<file path="src/rtl/arb_pkg.sv">
package arb_pkg;
   typedef enum logic {
      RULE_SCL_HIGH  = 1'b0,
      RULE_EARLY_SDA = 1'b1
   } rule_sel_e;

   typedef struct packed {
      logic rise;
      logic fall;
   } scl_edges_t;
endpackage

</file>
<file path="src/rtl/arb_scl_edge.sv">
module arb_scl_edge #(
   parameter int unsigned SCL_IDLE = 1
) (
   input  logic                clk,
   input  logic                rst_n,
   input  logic                pin_scl,
   output arb_pkg::scl_edges_t edges
);
   localparam logic IDLE_LVL = (SCL_IDLE != 0);

   if (SCL_IDLE > 1) begin : g_bad_idle
      $error("SCL_IDLE must be 0 or 1");
   end

   logic scl_q;

   always_ff @(posedge clk or negedge rst_n) begin
      if (!rst_n) scl_q <= IDLE_LVL;
      else        scl_q <= pin_scl;
   end

   always_comb begin
      edges.rise = pin_scl & ~scl_q;
      edges.fall = ~pin_scl & scl_q;
   end
endmodule

</file>
<file path="src/rtl/arb_rule_eval.sv">
module arb_rule_eval #(
   parameter int unsigned EARLY_SDA_EN = 1
) (
   input  logic                clk,
   input  logic                rst_n,
   input  arb_pkg::scl_edges_t edges,
   input  logic                drv_sda,
   input  logic                drv_scl,
   input  logic                pin_sda,
   input  logic                is_master,
   input  logic                is_tx,
   input  logic                start_issued,
   input  arb_pkg::rule_sel_e  rule_sel,
   output logic                set_req
);
   import arb_pkg::*;

   if (EARLY_SDA_EN > 1) begin : g_bad_en
      $error("EARLY_SDA_EN must be 0 or 1");
   end

   logic mtx;
   logic sda_conflict;
   logic scl_conflict;
   logic early_conflict;

   assign mtx          = is_master & is_tx;
   assign sda_conflict = mtx & edges.rise & (drv_sda ^ pin_sda);
   assign scl_conflict = (rule_sel == RULE_SCL_HIGH) & is_master & edges.fall & drv_scl;

   if (EARLY_SDA_EN != 0) begin : g_early
      logic win_q;

      always_ff @(posedge clk or negedge rst_n) begin
         if (!rst_n)                              win_q <= 1'b0;
         else if (start_issued && mtx && drv_sda) win_q <= 1'b1;
         else if (!drv_sda || !mtx)               win_q <= 1'b0;
      end

      assign early_conflict = (rule_sel == RULE_EARLY_SDA) & win_q & mtx
                              & drv_sda & ~pin_sda;

      AST_WINDOW_SHUT: assert property (@(posedge clk) disable iff (!rst_n)
         (!drv_sda && !start_issued) |=> !win_q);
   end else begin : g_no_early
      assign early_conflict = 1'b0;
   end

   assign set_req = sda_conflict | scl_conflict | early_conflict;

   AST_RX_QUIET: assert property (@(posedge clk) disable iff (!rst_n)
      (!is_master) |-> !set_req);
endmodule

</file>
<file path="src/rtl/arb_flag_reg.sv">
module arb_flag_reg (
   input  logic clk,
   input  logic rst_n,
   input  logic set_req,
   input  logic hw_clr,
   input  logic flag_rd,
   input  logic flag_wr,
   input  logic flag_wdata,
   output logic flag_q,
   output logic pulse_q
);
   logic seen_one_q;
   logic sw_clr;

   assign sw_clr = flag_wr & ~flag_wdata & seen_one_q;

   always_ff @(posedge clk or negedge rst_n) begin
      if (!rst_n) begin
         flag_q     <= 1'b0;
         pulse_q    <= 1'b0;
         seen_one_q <= 1'b0;
      end else begin
         pulse_q <= set_req & ~flag_q;
         if (set_req)              flag_q <= 1'b1;
         else if (hw_clr || sw_clr) flag_q <= 1'b0;
         if (flag_wr)              seen_one_q <= 1'b0;
         else if (flag_rd && flag_q) seen_one_q <= 1'b1;
         else if (!flag_q)          seen_one_q <= 1'b0;
      end
   end

   AST_PULSE_WITH_FLAG: assert property (@(posedge clk) disable iff (!rst_n)
      pulse_q |-> flag_q);
   AST_RISE_GIVES_PULSE: assert property (@(posedge clk) disable iff (!rst_n)
      $rose(flag_q) |-> pulse_q);
   AST_PULSE_SINGLE: assert property (@(posedge clk) disable iff (!rst_n)
      pulse_q |=> !pulse_q);
endmodule

</file>
<file path="src/rtl/arb_loss_detect.sv">
module arb_loss_detect #(
   parameter int unsigned EARLY_SDA_EN = 1,
   parameter int unsigned SCL_IDLE     = 1
) (
   input  logic clk,
   input  logic rst_n,
   input  logic drv_sda,
   input  logic drv_scl,
   input  logic pin_sda,
   input  logic pin_scl,
   input  logic is_master,
   input  logic is_tx,
   input  logic start_issued,
   input  logic rule_sel,
   input  logic data_wr,
   input  logic data_rd,
   input  logic flag_rd,
   input  logic flag_wr,
   input  logic flag_wdata,
   output logic lost_flag,
   output logic lost_pulse
);
   import arb_pkg::*;

   scl_edges_t edges;
   rule_sel_e  sel;
   logic       set_req;
   logic       hw_clr;

   assign sel    = rule_sel_e'(rule_sel);
   assign hw_clr = (data_wr & is_tx) | (data_rd & ~is_tx);

   arb_scl_edge #(.SCL_IDLE(SCL_IDLE)) u_edge (
      .clk     (clk),
      .rst_n   (rst_n),
      .pin_scl (pin_scl),
      .edges   (edges)
   );

   arb_rule_eval #(.EARLY_SDA_EN(EARLY_SDA_EN)) u_rules (
      .clk          (clk),
      .rst_n        (rst_n),
      .edges        (edges),
      .drv_sda      (drv_sda),
      .drv_scl      (drv_scl),
      .pin_sda      (pin_sda),
      .is_master    (is_master),
      .is_tx        (is_tx),
      .start_issued (start_issued),
      .rule_sel     (sel),
      .set_req      (set_req)
   );

   arb_flag_reg u_flag (
      .clk        (clk),
      .rst_n      (rst_n),
      .set_req    (set_req),
      .hw_clr     (hw_clr),
      .flag_rd    (flag_rd),
      .flag_wr    (flag_wr),
      .flag_wdata (flag_wdata),
      .flag_q     (lost_flag),
      .pulse_q    (lost_pulse)
   );

   AST_SET_WINS: assert property (@(posedge clk) disable iff (!rst_n)
      set_req |=> lost_flag);
   AST_HOLD_NO_CAUSE: assert property (@(posedge clk) disable iff (!rst_n)
      (lost_flag && !hw_clr && !flag_wr) |=> lost_flag);
   AST_SDA_MISMATCH: assert property (@(posedge clk) disable iff (!rst_n)
      (is_master && is_tx && edges.rise && (drv_sda != pin_sda)) |=> lost_flag);
endmodule

</file>
<file path="config.mk">
export PLATFORM = sky130hd
export DESIGN_NAME = arb_loss_detect
export DESIGN_NICKNAME = d
export VERILOG_FILES = /design/src/rtl/arb_pkg.sv /design/src/rtl/arb_scl_edge.sv /design/src/rtl/arb_rule_eval.sv /design/src/rtl/arb_flag_reg.sv /design/src/rtl/arb_loss_detect.sv
export SDC_FILE = /design/constraint.sdc
export NUM_CORES = 1
export LEC_CHECK = 0
export BUFFER_PORTS_ARGS = -buffer_cell sky130_fd_sc_hd__buf_2
export CAP_MARGIN = 15
export CORE_AREA = 3 3 40 42
export CTS_CLUSTER_SIZE = 24
export DETAILED_ROUTE_END_ITERATION = 16
export DIE_AREA = 0 0 43 45
export GPL_TIMING_DRIVEN = 1
export PLACE_DENSITY = 0.49
export SLEW_MARGIN = 20
export SYNTH_ARGS = -nofsm -noshare
export SYNTH_HDL_FRONTEND = slang
export SYNTH_SLANG_ARGS = --single-unit
</file>
<file path="constraint.sdc">
create_clock -name clk -period 1 [get_ports clk]
set_input_delay 0.2 -clock clk [delete_from_list [all_inputs] [get_ports clk]]
set_output_delay 0.2 -clock clk [all_outputs]
set_load 0.1 [all_outputs]
</file>
==> results of run 1 <==
-- where the power goes --
group / total [mW] / switching, mW / internal (mW)
Combinational: 0.129 / 0.0679 / 0.0614
Sequential: 0.223 / 0.00798 / 0.215
Clock: 0.229 / 0.0788 / 0.151
-- timing repair --
item / 4_1_cts / 5_1_grt
hold buffers: 1 / 0
gates resized for setup: 1 / 1
setup endpoints to repair: 3 / 3
hold endpoints to repair: 5 / 0
buffers inserted: 1 / 0
-- state kept, by name, summed over array words and instances (netlist names) --
register / cells
u_flag.pulse_q: 1
u_flag.seen_one_q: 1
u_rules.g_early.win_q: 1
u_edge.scl_q: 1
u_flag.flag_q: 1
-- how the worst max path moves through the flow --
stage	end	slack (ns)
after detailed placement	u_flag.pulse_q	-0.02
after global routing	lost_flag	-0.06
after floorplan	u_flag.flag_q	-0.004
after global placement	u_flag.pulse_q	-0.002
final	lost_flag	-0.03
after CTS	lost_flag	-0.04
-- cell usage after synthesis (all sizes together) --
library cell / count / area, µm²
xor2: 1 / 8.76
dfrtp: 4 / 100
nor3b: 1 / 7.51
mux2i: 1 / 10.0
a31oi: 1 / 6.26
nand4: 3 / 18.8
dfstp: 1 / 26.3
nand2: 2 / 23.8
nor2b: 1 / 6.26
or3: 1 / 6.26
nor2: 4 / 15.0
o211ai: 1 / 7.51
nand3: 1 / 5.00
-- cell type report --
cell class	count	area, µm²	share of cell area (%)
flip-flops and latches	5	130	29.7
multi-input cells	17	120	27.4
repair buffers	20	143	32.6
well taps	15	18.8	4.29
clock buffers	4	26.3	6.00
-- routing by layer --
| layer | GRT usage, % | up-vias |
|---|---|---|
| met5 | 0 | - |
| li1 | - | 127 |
| met3 | 7.17 | 2 |
| met2 | 14.4 | 5 |
| met1 | 5.41 | 120 |
| met4 | 3.61 | 0 |
-- cells by family after synthesis --
| group | Yosys count | synth area share [%] |
|---|---|---|
| flops | 5 | 52.3 |
| simple gates | 13 | 34.2 |
| mux | 1 | 4.15 |
| xor+xnor | 1 | 3.63 |
| compound gates | 2 | 5.70 |
-- stage by stage --
stage | worst slack (ns) | TNS [ns]
2_1_floorplan | -0.00372 | -0.00372
3_3_place_gp | -0.00155 | -0.00155
3_5_place_dp | -0.0219 | -0.0219
4_1_cts | -0.0377 | -0.0788
5_1_grt | -0.0604 | -0.139
6_report | -0.0277 | -0.0377
-- worst register-to-register path: stages (launching register included) --
cell and delay (ns):
dfrtp_2 0.40, nand2_8 0.05, or3_4 0.32, a31oi_1 0.13
==> run_results.csv, run 1 <==
group,metric,value,unit
timing,timing.final.hold_violations,0,
min_path,hold_depth,1,
worst_setup_path,crit_slowest_cell,"dfrtp_2",
placement,placed_cell_area,388,µm²
worst_setup_path,critPathKind,"flip-flop to output port",
clocking,cts_root_buf,"clkbuf_4",
route,wl_per_cell,9.59,µm
min_path,hold_end,"u_edge.scl_q",
route,drc_errors,0,
timing,tightest_slew,0.158,ns
worst_setup_path,start_kind,"flip-flop",
synthesis,synthDistinctLibCells,14,
placement,numPortBuffers,16,
worst_setup_path,path_max_fanout,2,
route,routed_wl,585,µm
floorplan,num_io_pins,17,
timing,fin_crit_sh,103,%
route,met1Wirelength,162,µm
floorplan,die_area,1940,µm²
route,dr_wl_met2,375,µm
layout,final_util,34.1,%
grt,grt_max_degree,6,
power,max-vdd-ir-drop,702,µV
route,ant_nets,0,
worst_setup_path,cp_num_cells,1,
grt,grt_pass1_wl,1010,µm
timing,drv_slew,0,
timing,fmax,973,MHz
clocking,cts_buffer_depth,2,
floorplan,die_w,43,µm
worst_setup_path,crit_chain,"buf_12",
clocking,clk_latency,0.24,ns
synthesis,ys_seq_elements,5,
grt,grt_util_all_layers,7.88,%
worst_setup_path,r2r_end,"u_flag.pulse_q",
floorplan,chipHeight,45,µm
placement,hpwl,531,µm
layout,area_growth,81.3,%
power,p_leak,0.203,nW
floorplan,coreArea,1280,µm²
worst_setup_path,crit_family,"flip-flops",
worst_setup_path,reg2reg_depth,3,
layout,final_common_cell,"buf_2",
layout,fin_nets,62,
min_path,hp-class,"input port to flip-flop",
route,firstDrtPassIters,1,
worst_setup_path,slowest_delay,0.42,ns
job,max_cap_violations,0,
layout,drive_above_1_share,60.9,%
route,dr_total_vias,254,
synthesis,syn_area,241,µm²
layout,stdcell_count,61,
worst_setup_path,path_buf_inv,1,
min_path,hold_start,"pin_scl",
synthesis,synth_nets,37,
layout,final.fill_count,134,
placement,routabilityCongestion,0.700,
worst_setup_path,r2r_setup_slack,0.02,ns
timing,layout_setup_ws,-0.0277,ns
clocking,htree_levels,1,
route,dr_wl_met3,42,µm
synthesis,avgSynthCellArea,11.0,µm²
timing,slew_headroom,89.4,%
placement,dp.cells,55,
layout,diodes,0,
clocking,cts_tree,"built",
route,drtIter0Drc,0,
clocking,cts_buffers,3,
timing,finalSetupViolations,2,
layout,design_area,438,µm²
synthesis,postSynthCellCount,22,
grt,first_global_vias,272,
route,viasPerCell,4.16,
worst_setup_path,worstSetupStartpoint,"u_flag.flag_q",
worst_setup_path,end_kind,"output port",
worst_setup_path,required,0.80,ns
timing,rsz0062_at_grt,"yes",
grt,antenna_found_initial,0,
route,top_layer_used,"met4",
floorplan,initial_core_util,18.8,%
grt,grt-ovfl-total,0,
status,violations,"negative setup slack",
worst_setup_path,timing.rr.start,"u_rules.g_early.win_q",
clocking,path_clk_slew,0.04,ns
worst_setup_path,critPathArrivalTime,0.83,ns
timing,min_period,1.03,ns
power,power_density,1330,nW/µm²
status,status,"finished with violations",
floorplan,num_rows,13,
timing,skew,0.00365,ns
synthesis,ys_warn_count,0,
synthesis,yosysSeqAreaShare,52.3,%
power,power,582,µW
timing,holdWs,0.0757,ns
clocking,cts_sinks,5,
layout,mostFrequentLayoutCells,"buf_2 (14), nor2_1 (4)",
Note: power is estimated with default switching activity, not from simulation.
==> inputs of run 2 (changes only) <==
PLACE_DENSITY = 0.48   (was 0.49)
clock period = 1.1 ns   (was 1 ns; I/O delays follow)
==> run 2 against run 1 <==
The run now ends clean. Sequential power is 9% lower. Non-clock buffer count shrank 2. Register-to-register slack better by 0.06 ns. Critical endpoint unchanged.
==> run_results.csv, run 2 (synthesis gave the netlist of run 1 again) <==
group,metric,value,unit
power,max-vdd-ir-drop,603,µV
worst_setup_path,cp_num_cells,1,
grt,grt.met2_usage,12.9,%
layout,stdcell_count,59,
worst_setup_path,slowest_delay,0.43,ns
timing,rsz0062_at_grt,"no",
job,max_cap_violations,0,
clocking,path_clk_slew,0.04,ns
worst_setup_path,path_buf_inv,1,
clocking,cts_sinks,5,
route,firstDrtPassIters,1,
grt,first_global_vias,267,
placement,numPortBuffers,16,
layout,diodes,0,
worst_setup_path,start_kind,"flip-flop",
floorplan,chipHeight,45,µm
layout,mostFrequentLayoutCells,"buf_2 (14), nor2_1 (4), nand4_1 (3), clkbuf_4 (3)",
worst_setup_path,timing.rr.start,"u_rules.g_early.win_q",
power,p_int,382,µW
placement,dp.cells,54,
worst_setup_path,required,0.88,ns
power,pwr-share-seq,38.9,%
worst_setup_path,r2r_setup_slack,0.08,ns
worst_setup_path,crit_family,"flip-flops",
route,drc_errors,0,
worst_setup_path,critPathKind,"flip-flop to output port",
worst_setup_path,reg2reg_depth,3,
route,viasPerCell,4.14,
min_path,hp-class,"input port to flip-flop",
layout,final_common_cell,"buf_2",
worst_setup_path,path_max_fanout,4,
grt,antenna_found_initial,0,
worst_setup_path,critPathArrivalTime,0.85,ns
layout,multi_input_area,115,µm²
clocking,clk_latency,0.24,ns
worst_setup_path,r2r_end,"u_flag.pulse_q",
grt,busiest_layer,"met2",
clocking,htree_levels,1,
worst_setup_path,crit_slowest_cell,"dfrtp_2",
floorplan,die_w,43,µm
worst_setup_path,end_kind,"output port",
clocking,cts_buffer_depth,2,
timing,setup_tns,0,ns
timing,timing.final.hold_violations,0,
timing,skew,0.00293,ns
layout,fin_nets,60,
route,routed_wl,563,µm
floorplan,initial_core_util,18.8,%
grt,grt_max_degree,6,
power,power,525,µW
layout,regArea,129,µm²
route,dr_total_vias,244,
grt,grt_pass1_wl,924,µm
power,p_clk_share,40.4,%
power,switching_share,27.1,%
timing,finalSetupViolations,0,
power,power.switching,142,µW
layout,final.fill_count,143,
timing,min_period,1.07,ns
route,wl_per_cell,9.54,µm
clocking,cts_root_buf,"clkbuf_4",
clocking,cts_tree,"built",
floorplan,coreArea,1280,µm²
worst_setup_path,crit_path_end,"lost_flag",
grt,grt_util_all_layers,6.86,%
worst_setup_path,worstSetupStartpoint,"u_flag.flag_q",
layout,area_growth,72.5,%
placement,routabilityCongestion,0.683,
timing,drv_slew,0,
timing,fmax,932,MHz
floorplan,die_area,1940,µm²
power,power_density,1260,nW/µm²
route,drtIter0Drc,0,
timing,slew_headroom,86.9,%
power,comb_power_share,20.7,%
grt,grt-ovfl-total,0,
timing,fin_crit_sh,97.5,%
worst_setup_path,crit_chain,"buf_12",
layout,drive_above_1_share,54.5,%
layout,final_util,32.4,%
floorplan,num_io_pins,17,
status,status,"complete, no violations",
clocking,cts_buffers,3,
route,ant_nets,0,
timing,tightest_slew,0.196,ns
floorplan,num_rows,13,
power,p_leak,0.193,nW
clocking,ctsResizeCount,0,
grt,grt_util_met3,5.98,%
grt,met1_usage,5.13,%
## run 2: cell types whose count changed in the layout (fill, tap and decap cells not counted)
cell	change
or3_1	+1
buf_4	-2
dfrtp_2	-1
or3_4	-1
dfrtp_1	+1
## run 2: how the worst min path moves through the flow
| stage | startpoint | to | slack (ns) | depth (start not counted) |
|---|---|---|---|---|
| global placement | rst_n | u_flag.seen_one_q | 0.04 | 1 |
| global route | pin_scl | u_edge.scl_q | 0.09 | 1 |
| floorplan | rst_n | u_flag.flag_q | -0.08 | 0 |
| CTS | pin_scl | u_edge.scl_q | 0.09 | 1 |
| detailed placement | rst_n | u_flag.seen_one_q | 0.04 | 1 |
| finish | pin_scl | u_edge.scl_q | 0.09 | 1 |
## run 2: metrics by stage
step,cell area (µm²),hold slack (ns),setup slack (ns)
floorplan,244,-0.0756,0.0963
global placement,380,0.0434,0.0945
detailed placement,380,0.0408,0.0798
CTS,417,0.0878,0.0179
global route,417,0.0862,0.00104
finish,417,0.0932,0.0276
## run 2: area by class of cell
class / count / share of cell area [%]
well taps: 15 / 4.50
flip-flops and latches: 5 / 30.9
repair buffers: 18 / 30.6
multi-input cells: 17 / 27.6
clock buffers: 4 / 6.31
## run 2: power groups by stage
stage	registers, mW	logic (mW)	clock network, mW
detailed placement	0.207	0.107	0
global placement	0.207	0.107	0
CTS	0.204	0.110	0.221
floorplan	0.234	0.0175	0
global route	0.205	0.118	0.233
finish	0.204	0.109	0.212
## run 2: per-layer routing
metal	share of wire, %	routed length [µm]
met3	8.9	50
met5	0	0
met1	31	175
met2	59	331
met4	1.1	6
## run 2: repair_timing
action | in CTS | in global routing
hold buffers | 1 | 0
buffers inserted | 0 | 0
hold endpoints to repair | 5 | 0
==> inputs of run 3 (changes only) <==
ABC_AREA = 1   (was default)
PLACE_DENSITY = 0.5   (was 0.48)
==> run 3 against run 2 <==
The flow now finishes with violations (negative setup slack). Critical endpoint unchanged. Hold slack improved by 0.011 ns. Sequential share of layout area fell by 0.76 points. First-iteration DRC count rose by 1. Flip-flop and latch count did not move. Register-to-register slack improved by 0.04 ns. Critical path type unchanged. Cell count rose by 24%. Die area did not move. Sequential power barely moved. Global-route usage rose by 0.089 points. Via count rose by 15%. Largest cell class unchanged.
==> run_results.csv, run 3 <==
group,metric,value,unit
status,status,"finished with violations",
status,violations,"negative setup slack",
worst_setup_path,crit_chain,"buf_12",
timing,holdWs,0.104,ns
layout,diodes,0,
placement,hpwl,525,µm
route,dr_total_vias,280,
timing,layout_setup_ws,-0.0141,ns
power,max-vdd-ir-drop,274,µV
grt,grt-ovfl-total,0,
clocking,cts_sinks,5,
synthesis,synth_top_area_share,37.7,%
worst_setup_path,crit_family,"flip-flops",
placement,routabilityCongestion,0.733,
layout,final.fill_count,143,
worst_setup_path,path_buf_inv,1,
synthesis,ys_top_cells_by_count,"nand2_1 (10), inv_1 (8), nor2_1 (5), dfrtp_1 (4), nand3_1 (3)",
route,ant_nets,0,
synthesis,yosys-top-cells-area,"dfrtp_1 (38%), nand2_1 (14%), inv_1 (11%)",
clocking,cts_buffer_depth,2,
floorplan,initial_core_util,20.6,%
worst_setup_path,crit_slowest_cell,"dfrtp_4",
synthesis,syn_area,265,µm²
layout,multi_input_area,109,µm²
synthesis,ys_seq_elements,5,
worst_setup_path,end_kind,"output port",
grt,first_global_vias,243,
synthesis,ys_warn_count,0,
timing,tightest_slew,0.144,ns
route,viasPerCell,3.84,
grt,grt_max_degree,6,
floorplan,die_w,43,µm
grt,antenna_found_initial,0,
timing,skew,0.00406,ns
timing,drv_slew,0,
worst_setup_path,slowest_delay,0.48,ns
clocking,clk_latency,0.24,ns
clocking,cts_tree,"built",
timing,fin_crit_sh,101,%
timing,slew_headroom,90.3,%
worst_setup_path,required,0.88,ns
synthesis,async_flop_share,100,%
job,max_cap_violations,0,
timing,min_period,1.11,ns
clocking,cts_buffers,3,
layout,final_common_cell,"buf_2",
synthesis,synthDistinctLibCells,12,
synthesis,avgSynthCellArea,7.17,µm²
floorplan,chipHeight,45,µm
route,drc_errors,0,
timing,timing.final.hold_violations,0,
synthesis,synthFlopType,"dfrtp_1",
min_path,hp-class,"input port to flip-flop",
power,power,525,µW
synthesis,synth_most_common_cell,"nand2_1",
grt,grt_pass1_wl,897,µm
layout,fin_nets,74,
power,p_leak,0.240,nW
timing,fmax,898,MHz
timing,finalSetupViolations,1,
worst_setup_path,critPathKind,"flip-flop to output port",
synthesis,yosysSeqAreaShare,47.6,%
layout,regArea,131,µm²
synthesis,synth_top_cell_by_area,"dfrtp_1",
layout,mostFrequentLayoutCells,"buf_2 (14), nand2_1 (10), inv_1 (8), nor2_1 (5)",
worst_setup_path,critPathArrivalTime,0.89,ns
route,routed_wl,614,µm
synthesis,synth-edff-count,0,
synthesis,synth_nets,52,
floorplan,num_io_pins,17,
floorplan,num_rows,13,
route,wl_per_cell,8.41,µm
route,drtIter0Drc,1,
timing,setup_tns,-0.0141,ns
power,power_density,1210,nW/µm²
worst_setup_path,path_max_fanout,2,
layout,drive_above_1_share,39.7,%
clocking,path_clk_slew,0.04,ns
worst_setup_path,start_kind,"flip-flop",
grt,grt_util_all_layers,6.95,%
timing,rsz0062_at_grt,"yes",
route,firstDrtPassIters,2,
layout,area_growth,64.2,%
clocking,cts_root_buf,"clkbuf_4",
synthesis,postSynthCellCount,37,
floorplan,die_area,1940,µm²
floorplan,coreArea,1280,µm²
placement,numPortBuffers,16,
clocking,htree_levels,1,
## run 3: cell count changes after synthesis, moves of 2 or more
cell,previous run,this run
inv_1,0,8
nand2_1,1,10
nand3_1,1,3
nand4_1,3,1
## run 3: what timing repair did
action | 4_1_cts | 5_1_grt
pin swaps | 0 | 0
endpoints found under the hold margin | 5 | 0
hold buffers | 1 | 0
buffers inserted | 0 | 0
endpoints found under the setup margin | 1 | 1
resized for setup | 0 | 0
## run 3: stage by stage
step | cells | util [%] | worst slack (ns) | area (µm²)
after floorplan | 37 | - | 0.0820 | 270
after global placement | 68 | 31.1 | 0.126 | 399
after detailed placement | 68 | 31.1 | 0.122 | 399
after CTS | 73 | 33.9 | -0.0269 | 435
after global routing | 73 | 33.9 | -0.0293 | 435
final | 73 | 33.9 | -0.0141 | 435
## run 3: logic make-up (layout without fill, tap and decap cells)
group / after synthesis / after routing / share of synthesized area [%]
AO/OA/AOI/OAI: 2 / 2 / 4.72
AND/OR/NAND/NOR: 22 / 22 / 36.3
buffers and inverters: 8 / 29 / 11.3
flip-flops: 5 / 5 / 47.6
## run 3: cell type report
type	instances	share of cell area, %
Sequential cell	5	30.2
Timing Repair Buffer	17	27.6
Multi-Input combinational cell	24	25.0
Inverter	8	6.90
Clock buffer	4	6.03
Tap cell	15	4.31
## run 3: metal layers
| layer | up-vias | GRT usage [%] | routed length [µm] |
|---|---|---|---|
| li1 | 153 | - | - |
| met1 | 114 | 7.60 | 281 |
| met2 | 11 | 8.98 | 261 |
| met3 | 2 | 1.59 | 54 |
| met4 | 0 | 10.8 | 16 |
| met5 | - | 0 | 0 |
## run 3: power breakdown
part,internal [mW],total (mW),switching (mW),leakage (nW)
logic,0.0484,0.114,0.0653,0.164
registers,0.197,0.203,0.00595,0.0619
clock network,0.137,0.209,0.0718,0.0150
total,0.382,0.525,0.143,0.240
## run 3: path summary, 6_finish.rpt
| path | startpoint | end | slack [ns] | cells after the start |
|---|---|---|---|---|
| worst min register to register | u_rules.g_early.win_q | u_rules.g_early.win_q | 0.49 | 1 |
| max in group asynchronous | rst_n | u_edge.scl_q | 0.57 | 2 |
| min in group asynchronous | rst_n | u_flag.flag_q | 0.32 | 2 |
| worst max register to register | u_edge.scl_q | u_flag.pulse_q | 0.12 | 6 |
| worst max-delay path | u_flag.flag_q | lost_flag | -0.01 | 1 |
| worst min-delay path | pin_scl | u_edge.scl_q | 0.10 | 1 |
